File: config.mk
export PLATFORM = sky130hd
export DESIGN_NAME = serial_mode_router
export DESIGN_NICKNAME = d
export VERILOG_FILES = /design/src/rtl/srt_pkg.sv /design/src/rtl/srt_ctrl_reg.sv /design/src/rtl/srt_route.sv /design/src/rtl/serial_mode_router.sv
export SDC_FILE = /design/constraint.sdc
export NUM_CORES = 1
export LEC_CHECK = 0
export ABC_AREA = 0
export CORE_ASPECT_RATIO = 0.9
export CORE_MARGIN = 4
export CORE_UTILIZATION = 25
export DETAILED_ROUTE_END_ITERATION = 7
export DONT_BUFFER_PORTS = 1
export REMOVE_ABC_BUFFERS = 1
export SLEW_MARGIN = 10
export SYNTH_ARGS = -nofsm -noshare
export SYNTH_HDL_FRONTEND = slang
export SYNTH_SLANG_ARGS = --single-unit
File: constraint.sdc
create_clock -name clk -period 1.8 [get_ports clk]
set_clock_uncertainty 0.2 [all_clocks]
set_input_delay 0.18 -clock clk [delete_from_list [all_inputs] [get_ports clk]]
set_output_delay 0.18 -clock clk [all_outputs]
set_load 0.02 [all_outputs]
File: src/rtl/srt_pkg.sv
package srt_pkg;
  localparam int CTRL_W = 9;

  typedef enum logic [1:0] {
    MODE_NORMAL = 2'd0,
    MODE_ECHO   = 2'd1,
    MODE_LOCAL  = 2'd2,
    MODE_REMOTE = 2'd3
  } chan_mode_e;

  localparam int B_RX_RST   = 0;
  localparam int B_TX_RST   = 1;
  localparam int B_RX_EN    = 2;
  localparam int B_RX_DIS   = 3;
  localparam int B_TX_EN    = 4;
  localparam int B_TX_DIS   = 5;
  localparam int B_TO_RST   = 6;
  localparam int B_BRK_GO   = 7;
  localparam int B_BRK_HALT = 8;

  localparam logic [CTRL_W-1:0] CTRL_RST_VAL  = 9'h128;
  localparam logic [CTRL_W-1:0] SELF_CLR_MASK =
    (CTRL_W'(1) << B_RX_RST) | (CTRL_W'(1) << B_TX_RST);

  function automatic logic dir_on(input logic en, input logic dis);
    return en & ~dis;
  endfunction

  function automatic logic line_to_rx(input logic [1:0] m);
    return (m == MODE_NORMAL) || (m == MODE_ECHO);
  endfunction

  function automatic logic line_to_tx(input logic [1:0] m);
    return (m == MODE_ECHO) || (m == MODE_REMOTE);
  endfunction

  function automatic logic host_to_rx(input logic [1:0] m);
    return m == MODE_LOCAL;
  endfunction

  function automatic logic host_to_tx(input logic [1:0] m);
    return m == MODE_NORMAL;
  endfunction
endpackage

File: src/rtl/srt_ctrl_reg.sv
module srt_ctrl_reg
  import srt_pkg::*;
(
  input  logic              clk,
  input  logic              rst_n,
  input  logic              we,
  input  logic [CTRL_W-1:0] wdata,
  output logic [CTRL_W-1:0] ctrl_q,
  output logic              rx_rst_pulse,
  output logic              tx_rst_pulse,
  output logic              brk_start,
  output logic              brk_stop
);
  logic wr_brk_go;
  logic wr_brk_halt;

  assign wr_brk_go   = we && wdata[B_BRK_GO] && !wdata[B_BRK_HALT];
  assign wr_brk_halt = we && wdata[B_BRK_HALT];

  always_ff @(posedge clk) begin
    if (!rst_n) begin
      ctrl_q       <= CTRL_RST_VAL;
      rx_rst_pulse <= 1'b0;
      tx_rst_pulse <= 1'b0;
      brk_start    <= 1'b0;
      brk_stop     <= 1'b0;
    end else begin
      rx_rst_pulse <= we && wdata[B_RX_RST];
      tx_rst_pulse <= we && wdata[B_TX_RST];
      brk_start    <= wr_brk_go;
      brk_stop     <= wr_brk_halt;
      if (we) ctrl_q <= wdata & ~SELF_CLR_MASK;
    end
  end

  // reset bits never remain visible in the register
  a_r6_self_clear: assert property (@(posedge clk) disable iff (!rst_n)
    (ctrl_q & SELF_CLR_MASK) == '0);

  // a reset pulse is always caused by a write in the previous cycle
  a_r6_pulse_cause: assert property (@(posedge clk) disable iff (!rst_n)
    rx_rst_pulse |-> $past(we && wdata[B_RX_RST]));

  // start and stop commands are exclusive
  a_r8_break_excl: assert property (@(posedge clk) disable iff (!rst_n)
    brk_start |-> !brk_stop);
endmodule

File: src/rtl/srt_route.sv
module srt_route
  import srt_pkg::*;
#(
  parameter int DATA_W = 8
) (
  input  logic              clk,
  input  logic              rst_n,
  input  logic [1:0]        mode_i,
  input  logic              rx_on,
  input  logic              tx_on,
  input  logic              tx_full,
  input  logic              line_valid,
  input  logic [DATA_W-1:0] line_data,
  input  logic              host_valid,
  input  logic [DATA_W-1:0] host_data,
  output logic              rxq_push,
  output logic [DATA_W-1:0] rxq_data,
  output logic              txq_push,
  output logic [DATA_W-1:0] txq_data
);
  logic ev_line_rx, ev_line_tx, ev_host_rx, ev_host_tx;
  logic rx_take, tx_take;

  assign ev_line_rx = line_valid && line_to_rx(mode_i);
  assign ev_line_tx = line_valid && line_to_tx(mode_i);
  assign ev_host_rx = host_valid && host_to_rx(mode_i);
  assign ev_host_tx = host_valid && host_to_tx(mode_i);

  assign rx_take = rx_on && (ev_line_rx || ev_host_rx);
  assign tx_take = tx_on && !tx_full && (ev_line_tx || ev_host_tx);

  always_ff @(posedge clk) begin
    if (!rst_n) begin
      rxq_push <= 1'b0;
      txq_push <= 1'b0;
      rxq_data <= '0;
      txq_data <= '0;
    end else begin
      rxq_push <= rx_take;
      txq_push <= tx_take;
      if (rx_take) rxq_data <= ev_host_rx ? host_data : line_data;
      if (tx_take) txq_data <= ev_host_tx ? host_data : line_data;
    end
  end

  // no receive push unless receive was active
  a_r5_rx_gate: assert property (@(posedge clk) disable iff (!rst_n)
    rxq_push |-> $past(rx_on));

  // a full transmit path blocks the push
  a_r7_tx_full: assert property (@(posedge clk) disable iff (!rst_n)
    txq_push |-> $past(!tx_full && tx_on));

  // echo reaches both destinations together
  a_r2_echo_both: assert property (@(posedge clk) disable iff (!rst_n)
    (line_valid && mode_i == MODE_ECHO && rx_on && tx_on && !tx_full)
      |=> (rxq_push && txq_push && rxq_data == txq_data));

  // host bytes are dropped in echo and remote loopback
  a_r3_host_drop: assert property (@(posedge clk) disable iff (!rst_n)
    (host_valid && !line_valid && (mode_i == MODE_ECHO || mode_i == MODE_REMOTE))
      |=> (!rxq_push && !txq_push));
endmodule

File: src/rtl/serial_mode_router.sv
module serial_mode_router
  import srt_pkg::*;
#(
  parameter int DATA_W = 8
) (
  input  logic              clk,
  input  logic              rst_n,
  input  logic [1:0]        mode_i,
  input  logic              ctrl_we,
  input  logic [8:0]        ctrl_wdata,
  output logic [8:0]        ctrl_q,
  input  logic              line_valid,
  input  logic [DATA_W-1:0] line_data,
  input  logic              host_valid,
  input  logic [DATA_W-1:0] host_data,
  input  logic              tx_full,
  output logic              rxq_push,
  output logic [DATA_W-1:0] rxq_data,
  output logic              txq_push,
  output logic [DATA_W-1:0] txq_data,
  output logic              rx_rst_pulse,
  output logic              tx_rst_pulse,
  output logic              brk_start,
  output logic              brk_stop
);
  logic rx_on, tx_on;

  srt_ctrl_reg u_ctrl (
    .clk          (clk),
    .rst_n        (rst_n),
    .we           (ctrl_we),
    .wdata        (ctrl_wdata),
    .ctrl_q       (ctrl_q),
    .rx_rst_pulse (rx_rst_pulse),
    .tx_rst_pulse (tx_rst_pulse),
    .brk_start    (brk_start),
    .brk_stop     (brk_stop)
  );

  assign rx_on = dir_on(ctrl_q[B_RX_EN], ctrl_q[B_RX_DIS]);
  assign tx_on = dir_on(ctrl_q[B_TX_EN], ctrl_q[B_TX_DIS]);

  srt_route #(.DATA_W(DATA_W)) u_route (
    .clk        (clk),
    .rst_n      (rst_n),
    .mode_i     (mode_i),
    .rx_on      (rx_on),
    .tx_on      (tx_on),
    .tx_full    (tx_full),
    .line_valid (line_valid),
    .line_data  (line_data),
    .host_valid (host_valid),
    .host_data  (host_data),
    .rxq_push   (rxq_push),
    .rxq_data   (rxq_data),
    .txq_push   (txq_push),
    .txq_data   (txq_data)
  );

  // after reset both directions are off, so no push can follow
  a_r4_reset_idle: assert property (@(posedge clk) disable iff (!rst_n)
    $past(!rst_n) |-> (!rxq_push && !txq_push && ctrl_q == CTRL_RST_VAL));
endmodule

==> metrics.yaml, run 1 <==
sta:
  maxClockFrequency_mhz: 573
  setup_slack_ns: 0.0543
  finalHoldViolations: 0
  worstMarginPinSlew_ns: 0.688
  rsz0062_at_grt: "false"
  slew_headroom_pct: 54.1
  worst_hold_slack_ns: 0.00252
  setup_viol: 0
  final.min_clock_period_ns: 1.75
  drv_slew: 0
  fin_crit_sh_pct: 97.0
logic_synthesis:
  synth_cells: 138
  synth_area_leaders: "dfxtp_1 (44%), mux2i_1 (11%), nand2_1 (5.7%)"
  ys_types: 28
  synth_seq_cells: 29
  synth_top_cell_by_area: "dfxtp_1"
  synth-edff-count: 0
  ys_warn_count: 0
  syn_area_sq_um: 1320
  seq_area_frac_synth_pct: 44.1
  ys.flop_type: "dfxtp_1"
  synth_top_area_share_pct: 44.1
  syn_avg_cell_area_sq_um: 9.54
  synthArstFlopShare_pct: 0
global_routing:
  gr-total-overflow: 0
  grtUsageTotal_pct: 12.0
  grt_pass1_vias: 1168
  use_met3_pct: 5.68
  antenna_found_initial: 0
  grt_pass1_wl_microns: 6130
  grt_use_met2_pct: 19.3
  grt_start_max_net_pins: 22
  busiest_layer: "met2"
  grt_util_met1_pct: 13.2
detailed_routing:
  vias: 1170
  drt_iter0_drc: 63
  ant_nets: 0
  dr.pass1.iters: 4
  drc: 0
  wl_per_cell_microns: 16.2
  drt-total-wl_microns: 3850
  viasPerCell: 4.92
setup_path:
  cp.arrival_ns: 1.77
  critPathKind: "input pin to flip-flop"
  cp_max_fo: 8
  worst_setup_path_end_kind: "flip-flop"
  cp.required_ns: 1.82
  cp-start-kind: "input pin"
floorplan:
  coreArea_sq_um: 4950
  die_x_microns: 84.5
  die_h_microns: 76.8
  die_area_sq_um: 6490
  core.rowCount: 24
  start_util_pct: 26.6
  io_pins: 64
pwr:
  p_leak_uw: 0.000652
  powerDensity_nw_per_um2: 775
  ir_drop_mv: 0.268
placed_design:
  gp_congestion: 0.756
  dp_slack_ns: 0.300
  port_buffers: 0
  dp.final_hpwl_microns: 2670
clock_tree:
  clk_latency_ns: 0.28
  post_cts_buffers: 0
  clk_path_buf_depth: 2
  clkTransAtPathRegs_ns: 0.06
  cts_buffers: 5
  cts.sinks: 29
  cts_tree: "done"
  cts_root_buf: "clkbuf_8"
  ctsHtreeMaxLevel: 2
worst_hold_path:
  hp-class: "input pin to flip-flop"
job:
  maxCapViolCount: 0
run_status:
  outcome: "completed"
cells_and_area:
  synthToLayoutAreaGrowth_pct: 35.9
  drive_above_1_share_pct: 11.6
  n_antenna_cell: 0
  nNetsFinal: 206
[flip-flops by register name, summed over array words and instances, names as in the netlist]
| signal | flops |
|---|---|
| u_route.rxq_data | 8 |
| u_route.txq_data | 8 |
| u_ctrl.rx_rst_pulse | 1 |
| u_route.rxq_push | 1 |
| u_ctrl.tx_rst_pulse | 1 |
| u_ctrl.brk_start | 1 |
| u_ctrl.brk_stop | 1 |
| u_ctrl.ctrl_q | 7 |
| u_route.txq_push | 1 |
[layout by cell type (no fill, tap or decap), drive strengths merged]
master	count
a2111oi	8
buf	8
a211oi	8
clkbuf	7
nand2b	2
a21oi	1
nor2b	1
nor4bb	1
mux2i	14
nor3b	2
dlygate4sd3	31
and3b	1
nor3	9
nand2	20
conb	2
and2	3
nand3b	1
dfxtp	29
inv	1
o21a	1
a311oi	8
nor2	11
a21boi	1
and3	3
[layout make-up]
cell class	count	area, sq um
Clock buffer	7	86.3
Sequential cell	29	581
Multi-Input combinational cell	97	654
Tap cell	65	81.3
Fill cell	501	3170
Inverter	1	3.75
Timing Repair Buffer	39	383
[cell families (layout without fill, tap and decap cells)]
logic type | after synthesis | in the layout | synth area share [%]
mux | 14 | 14 | 10.6
compound gates | 27 | 27 | 18.1
buf+inv | 13 | 47 | 6.46
simple gates | 54 | 54 | 20.4
other cells | 1 | 2 | 0.285
flops | 29 | 29 | 44.1
[per-stage QoR]
step | TNS [ns] | utilization [%] | instance area [sq um] | power, uW | cells
final | 0 | 36.1 | 1790 | 1390 | 238
after global routing | 0 | 36.1 | 1790 | 1430 | 238
after CTS | 0 | 36.1 | 1790 | 1400 | 238
after detailed placement | 0 | 28.1 | 1390 | 800 | 200
after global placement | 0 | 28.1 | 1390 | 799 | 200
after floorplan | -0.0448 | - | 1240 | 769 | 127
[worst max-delay path, stage by stage]
cell           delay, ns
dlygate4sd3_1       0.72
nand2_1             0.12
nor3_1              0.17
dlygate4sd3_1       0.57
[report_power, final]
group | total [uW] | switching [uW] | internal [uW]
Clock | 538 | 235 | 303
Combinational | 167 | 78.0 | 89.3
Sequential | 681 | 23.8 | 658
Total | 1390 | 337 | 1050
[metal layers]
metal,part of all wire (%),vias to the layer above,wire (microns)
met5,0,-,0
li1,-,570,-
met3,8.6,7,330
met4,2.5,0,95
met2,49,40,1880
met1,40,553,1540
[worst paths after layout]
path / cells after the start / from / slack (ns) / to
min: 2 / host_data[3] / 0.003 / u_route.txq_data[3]$_SDFFE_PN0P_
max: 4 / ctrl_we / 0.05 / u_ctrl.brk_start$_SDFF_PN0_
min reg2reg: 2 / u_ctrl.ctrl_q[7]$_SDFFE_PN0P_ / 0.38 / u_ctrl.ctrl_q[7]$_SDFFE_PN0P_
max reg2reg: 3 / u_ctrl.ctrl_q[3]$_SDFFE_PN1P_ / 0.26 / u_ctrl.ctrl_q[3]$_SDFFE_PN1P_
[synthesized netlist by cell type (all sizes together), types with 2 or more instances]
cell type and instances:
and3 3, nor2 11, a2111oi 8, buf 6, a311oi 8, clkbuf 6, a211oi 8, nor3 9
and2 3, dfxtp 29, mux2i 14, nand2 20, nand2b 2, nor3b 2
[repair_timing]
item / in CTS / in global routing
gates resized for setup: 0 / 0
setup endpoints to repair: 0 / 0
hold buffers: 31 / 0
hold endpoints to repair: 26 / 0
No activity file was read; power rests on OpenSTA's default activity.
==> run 2: changes to the inputs <==
==> constraint.sdc (replaced) <==
create_clock -name clk -period 1.8 [get_ports clk]
set_clock_uncertainty 0.2 [all_clocks]
set_input_delay 0 -clock clk [delete_from_list [all_inputs] [get_ports clk]]
set_output_delay 0 -clock clk [all_outputs]
set_load 0.02 [all_outputs]
==> metrics.yaml, run 2 (synthesis gave the netlist of run 1 again) <==
run_status:
  outcome: "completed"
cells_and_area:
  fillCellCount: 500
  n_antenna_cell: 0
  final-seq-area_sq_um: 581
  nNetsFinal: 216
  finalNonFillerCells: 248
  drive_above_1_share_pct: 12.0
  synthToLayoutAreaGrowth_pct: 43.4
  largestRegisters: "u_route.rxq_data x8, u_route.txq_data x8, u_ctrl.ctrl_q x7"
  final_cell_mix: "dlygate4sd3_1 (40), dfxtp_1 (29), nand2_1 (20)"
  layout_commonest_cell: "dlygate4sd3_1"
  multi_input_comb_area_sq_um: 668
clock_tree:
  cts_buffers: 5
  clk_path_buf_depth: 2
  cts.sinks: 29
  ctsHtreeMaxLevel: 2
  clk_latency_ns: 0.27
  cts_tree: "done"
  cts_root_buf: "clkbuf_8"
  clkTransAtPathRegs_ns: 0.06
detailed_routing:
  drc: 0
  viasPerCell: 4.90
  ant_nets: 0
  drt-total-wl_microns: 4010
  drt_iter0_drc: 94
  vias: 1215
  dr.pass1.iters: 4
  wl_per_cell_microns: 16.2
setup_path:
  cp.required_ns: 1.78
  critPathKind: "input pin to flip-flop"
  cp-start-kind: "input pin"
  cp_max_fo: 8
  worst_setup_path_end_kind: "flip-flop"
  reg2reg_depth: 3
  rrSetupSlack_ns: 0.21
  timing.rr.end: "u_ctrl.ctrl_q[3]$_SDFFE_PN1P_"
  reg2reg_from: "u_ctrl.ctrl_q[3]$_SDFFE_PN1P_"
  cp.arrival_ns: 1.72
sta:
  final.min_clock_period_ns: 1.74
  fin_crit_sh_pct: 96.8
  finalHoldViolations: 0
  setup-tns-final_ns: 0
  slew_headroom_pct: 51.7
  drv_slew: 0
  maxClockFrequency_mhz: 574
  worst_hold_slack_ns: 0.0150
  setup_viol: 0
  worstMarginPinSlew_ns: 0.723
placed_design:
  dp.final_hpwl_microns: 2670
  port_buffers: 0
  gp_congestion: 0.783
  numPlacedInstances: 200
global_routing:
  grt_start_max_net_pins: 22
  gr-total-overflow: 0
  grt_pass1_wl_microns: 6520
  antenna_found_initial: 0
  grtUsageTotal_pct: 12.5
  grt_pass1_vias: 1233
pwr:
  ir_drop_mv: 0.326
  powerDensity_nw_per_um2: 748
  p_leak_uw: 0.000690
worst_hold_path:
  hp-class: "input pin to flip-flop"
  hold_depth: 4
  min-delay-start: "mode_i[1]"
  hold-path-endpoint: "u_route.txq_data[3]$_SDFFE_PN0P_"
floorplan:
  die_area_sq_um: 6490
  io_pins: 64
  die_h_microns: 76.8
  start_util_pct: 26.6
  die_x_microns: 84.5
  coreArea_sq_um: 4950
  core.rowCount: 24
job:
  maxCapViolCount: 0
-- run 2: cell types whose count changed in the layout (fill, tap and decap cells not counted) --
cell,previous run,this run
a311oi_1,8,7
a311oi_2,0,1
dlygate4sd3_1,31,40
a21boi_2,1,0
buf_4,7,9
a21boi_4,0,1
buf_12,1,0
-- run 2: routing by layer --
metal | vias to the layer above | track usage [%] | share of wire, %
met1 | 580 | 15.4 | 42
met2 | 39 | 19.9 | 49
li1 | 589 | - | -
met3 | 7 | 5.04 | 7.5
met5 | - | 0 | 0
met4 | 0 | 3.80 | 1.5
-- run 2: worst max-delay path, cell delays in order --
cell and delay, ns:
dlygate4sd3_1 0.56, nand3b_1 0.12, buf_4 0.17, nand2_1 0.06
dlygate4sd3_1 0.55, a311oi_1 0.25
-- run 2: layout make-up --
class	count	area share, %
Multi-Input combinational cell	97	35.4
Sequential cell	29	30.7
Timing Repair Buffer	49	24.8
Clock buffer	7	4.57
Tap cell	65	4.31
Inverter	1	0.199
-- run 2: metrics by stage --
step / worst slack, ns / area (sq um) / power, uW / util [%]
2_1_floorplan: 0.0117 / 1240 / 769 / -
6_report: 0.0579 / 1890 / 1410 / 38.1
5_1_grt: -0.0118 / 1890 / 1470 / 38.1
3_5_place_dp: 0.277 / 1380 / 797 / 27.9
4_1_cts: 0.0520 / 1870 / 1420 / 37.7
3_3_place_gp: 0.307 / 1380 / 797 / 27.9
-- run 2: worst max-delay path by stage --
stage | slack, ns | end | startpoint | cells past startpoint
detailed placement | 0.28 | u_route.txq_data[4]$_SDFFE_PN0P_ | u_ctrl.ctrl_q[4]$_SDFFE_PN0P_ | 4
CTS | 0.05 | u_route.rxq_data[7]$_SDFFE_PN0P_ | line_valid | 5
floorplan | 0.01 | u_route.rxq_data[0]$_SDFFE_PN0P_ | u_ctrl.ctrl_q[2]$_SDFFE_PN0P_ | 3
finish | 0.06 | u_route.rxq_data[7]$_SDFFE_PN0P_ | mode_i[1] | 6
global route | -0.01 | u_route.rxq_data[2]$_SDFFE_PN0P_ | mode_i[1] | 6
global placement | 0.31 | u_route.rxq_data[0]$_SDFFE_PN0P_ | u_ctrl.ctrl_q[3]$_SDFFE_PN1P_ | 4
-- run 2: power breakdown --
| group | switching, uW | internal, uW |
|---|---|---|
| Combinational | 88.3 | 103 |
| Clock | 236 | 303 |
| Sequential | 24.2 | 658 |
| Total | 349 | 1060 |
-- run 2: repair_timing --
action | 4_1_cts | 5_1_grt
setup buffers | 0 | 1
gates resized for setup | 0 | 2
hold buffers | 40 | 0
endpoints found under the hold margin | 29 | 0
endpoints found under the setup margin | 0 | 8
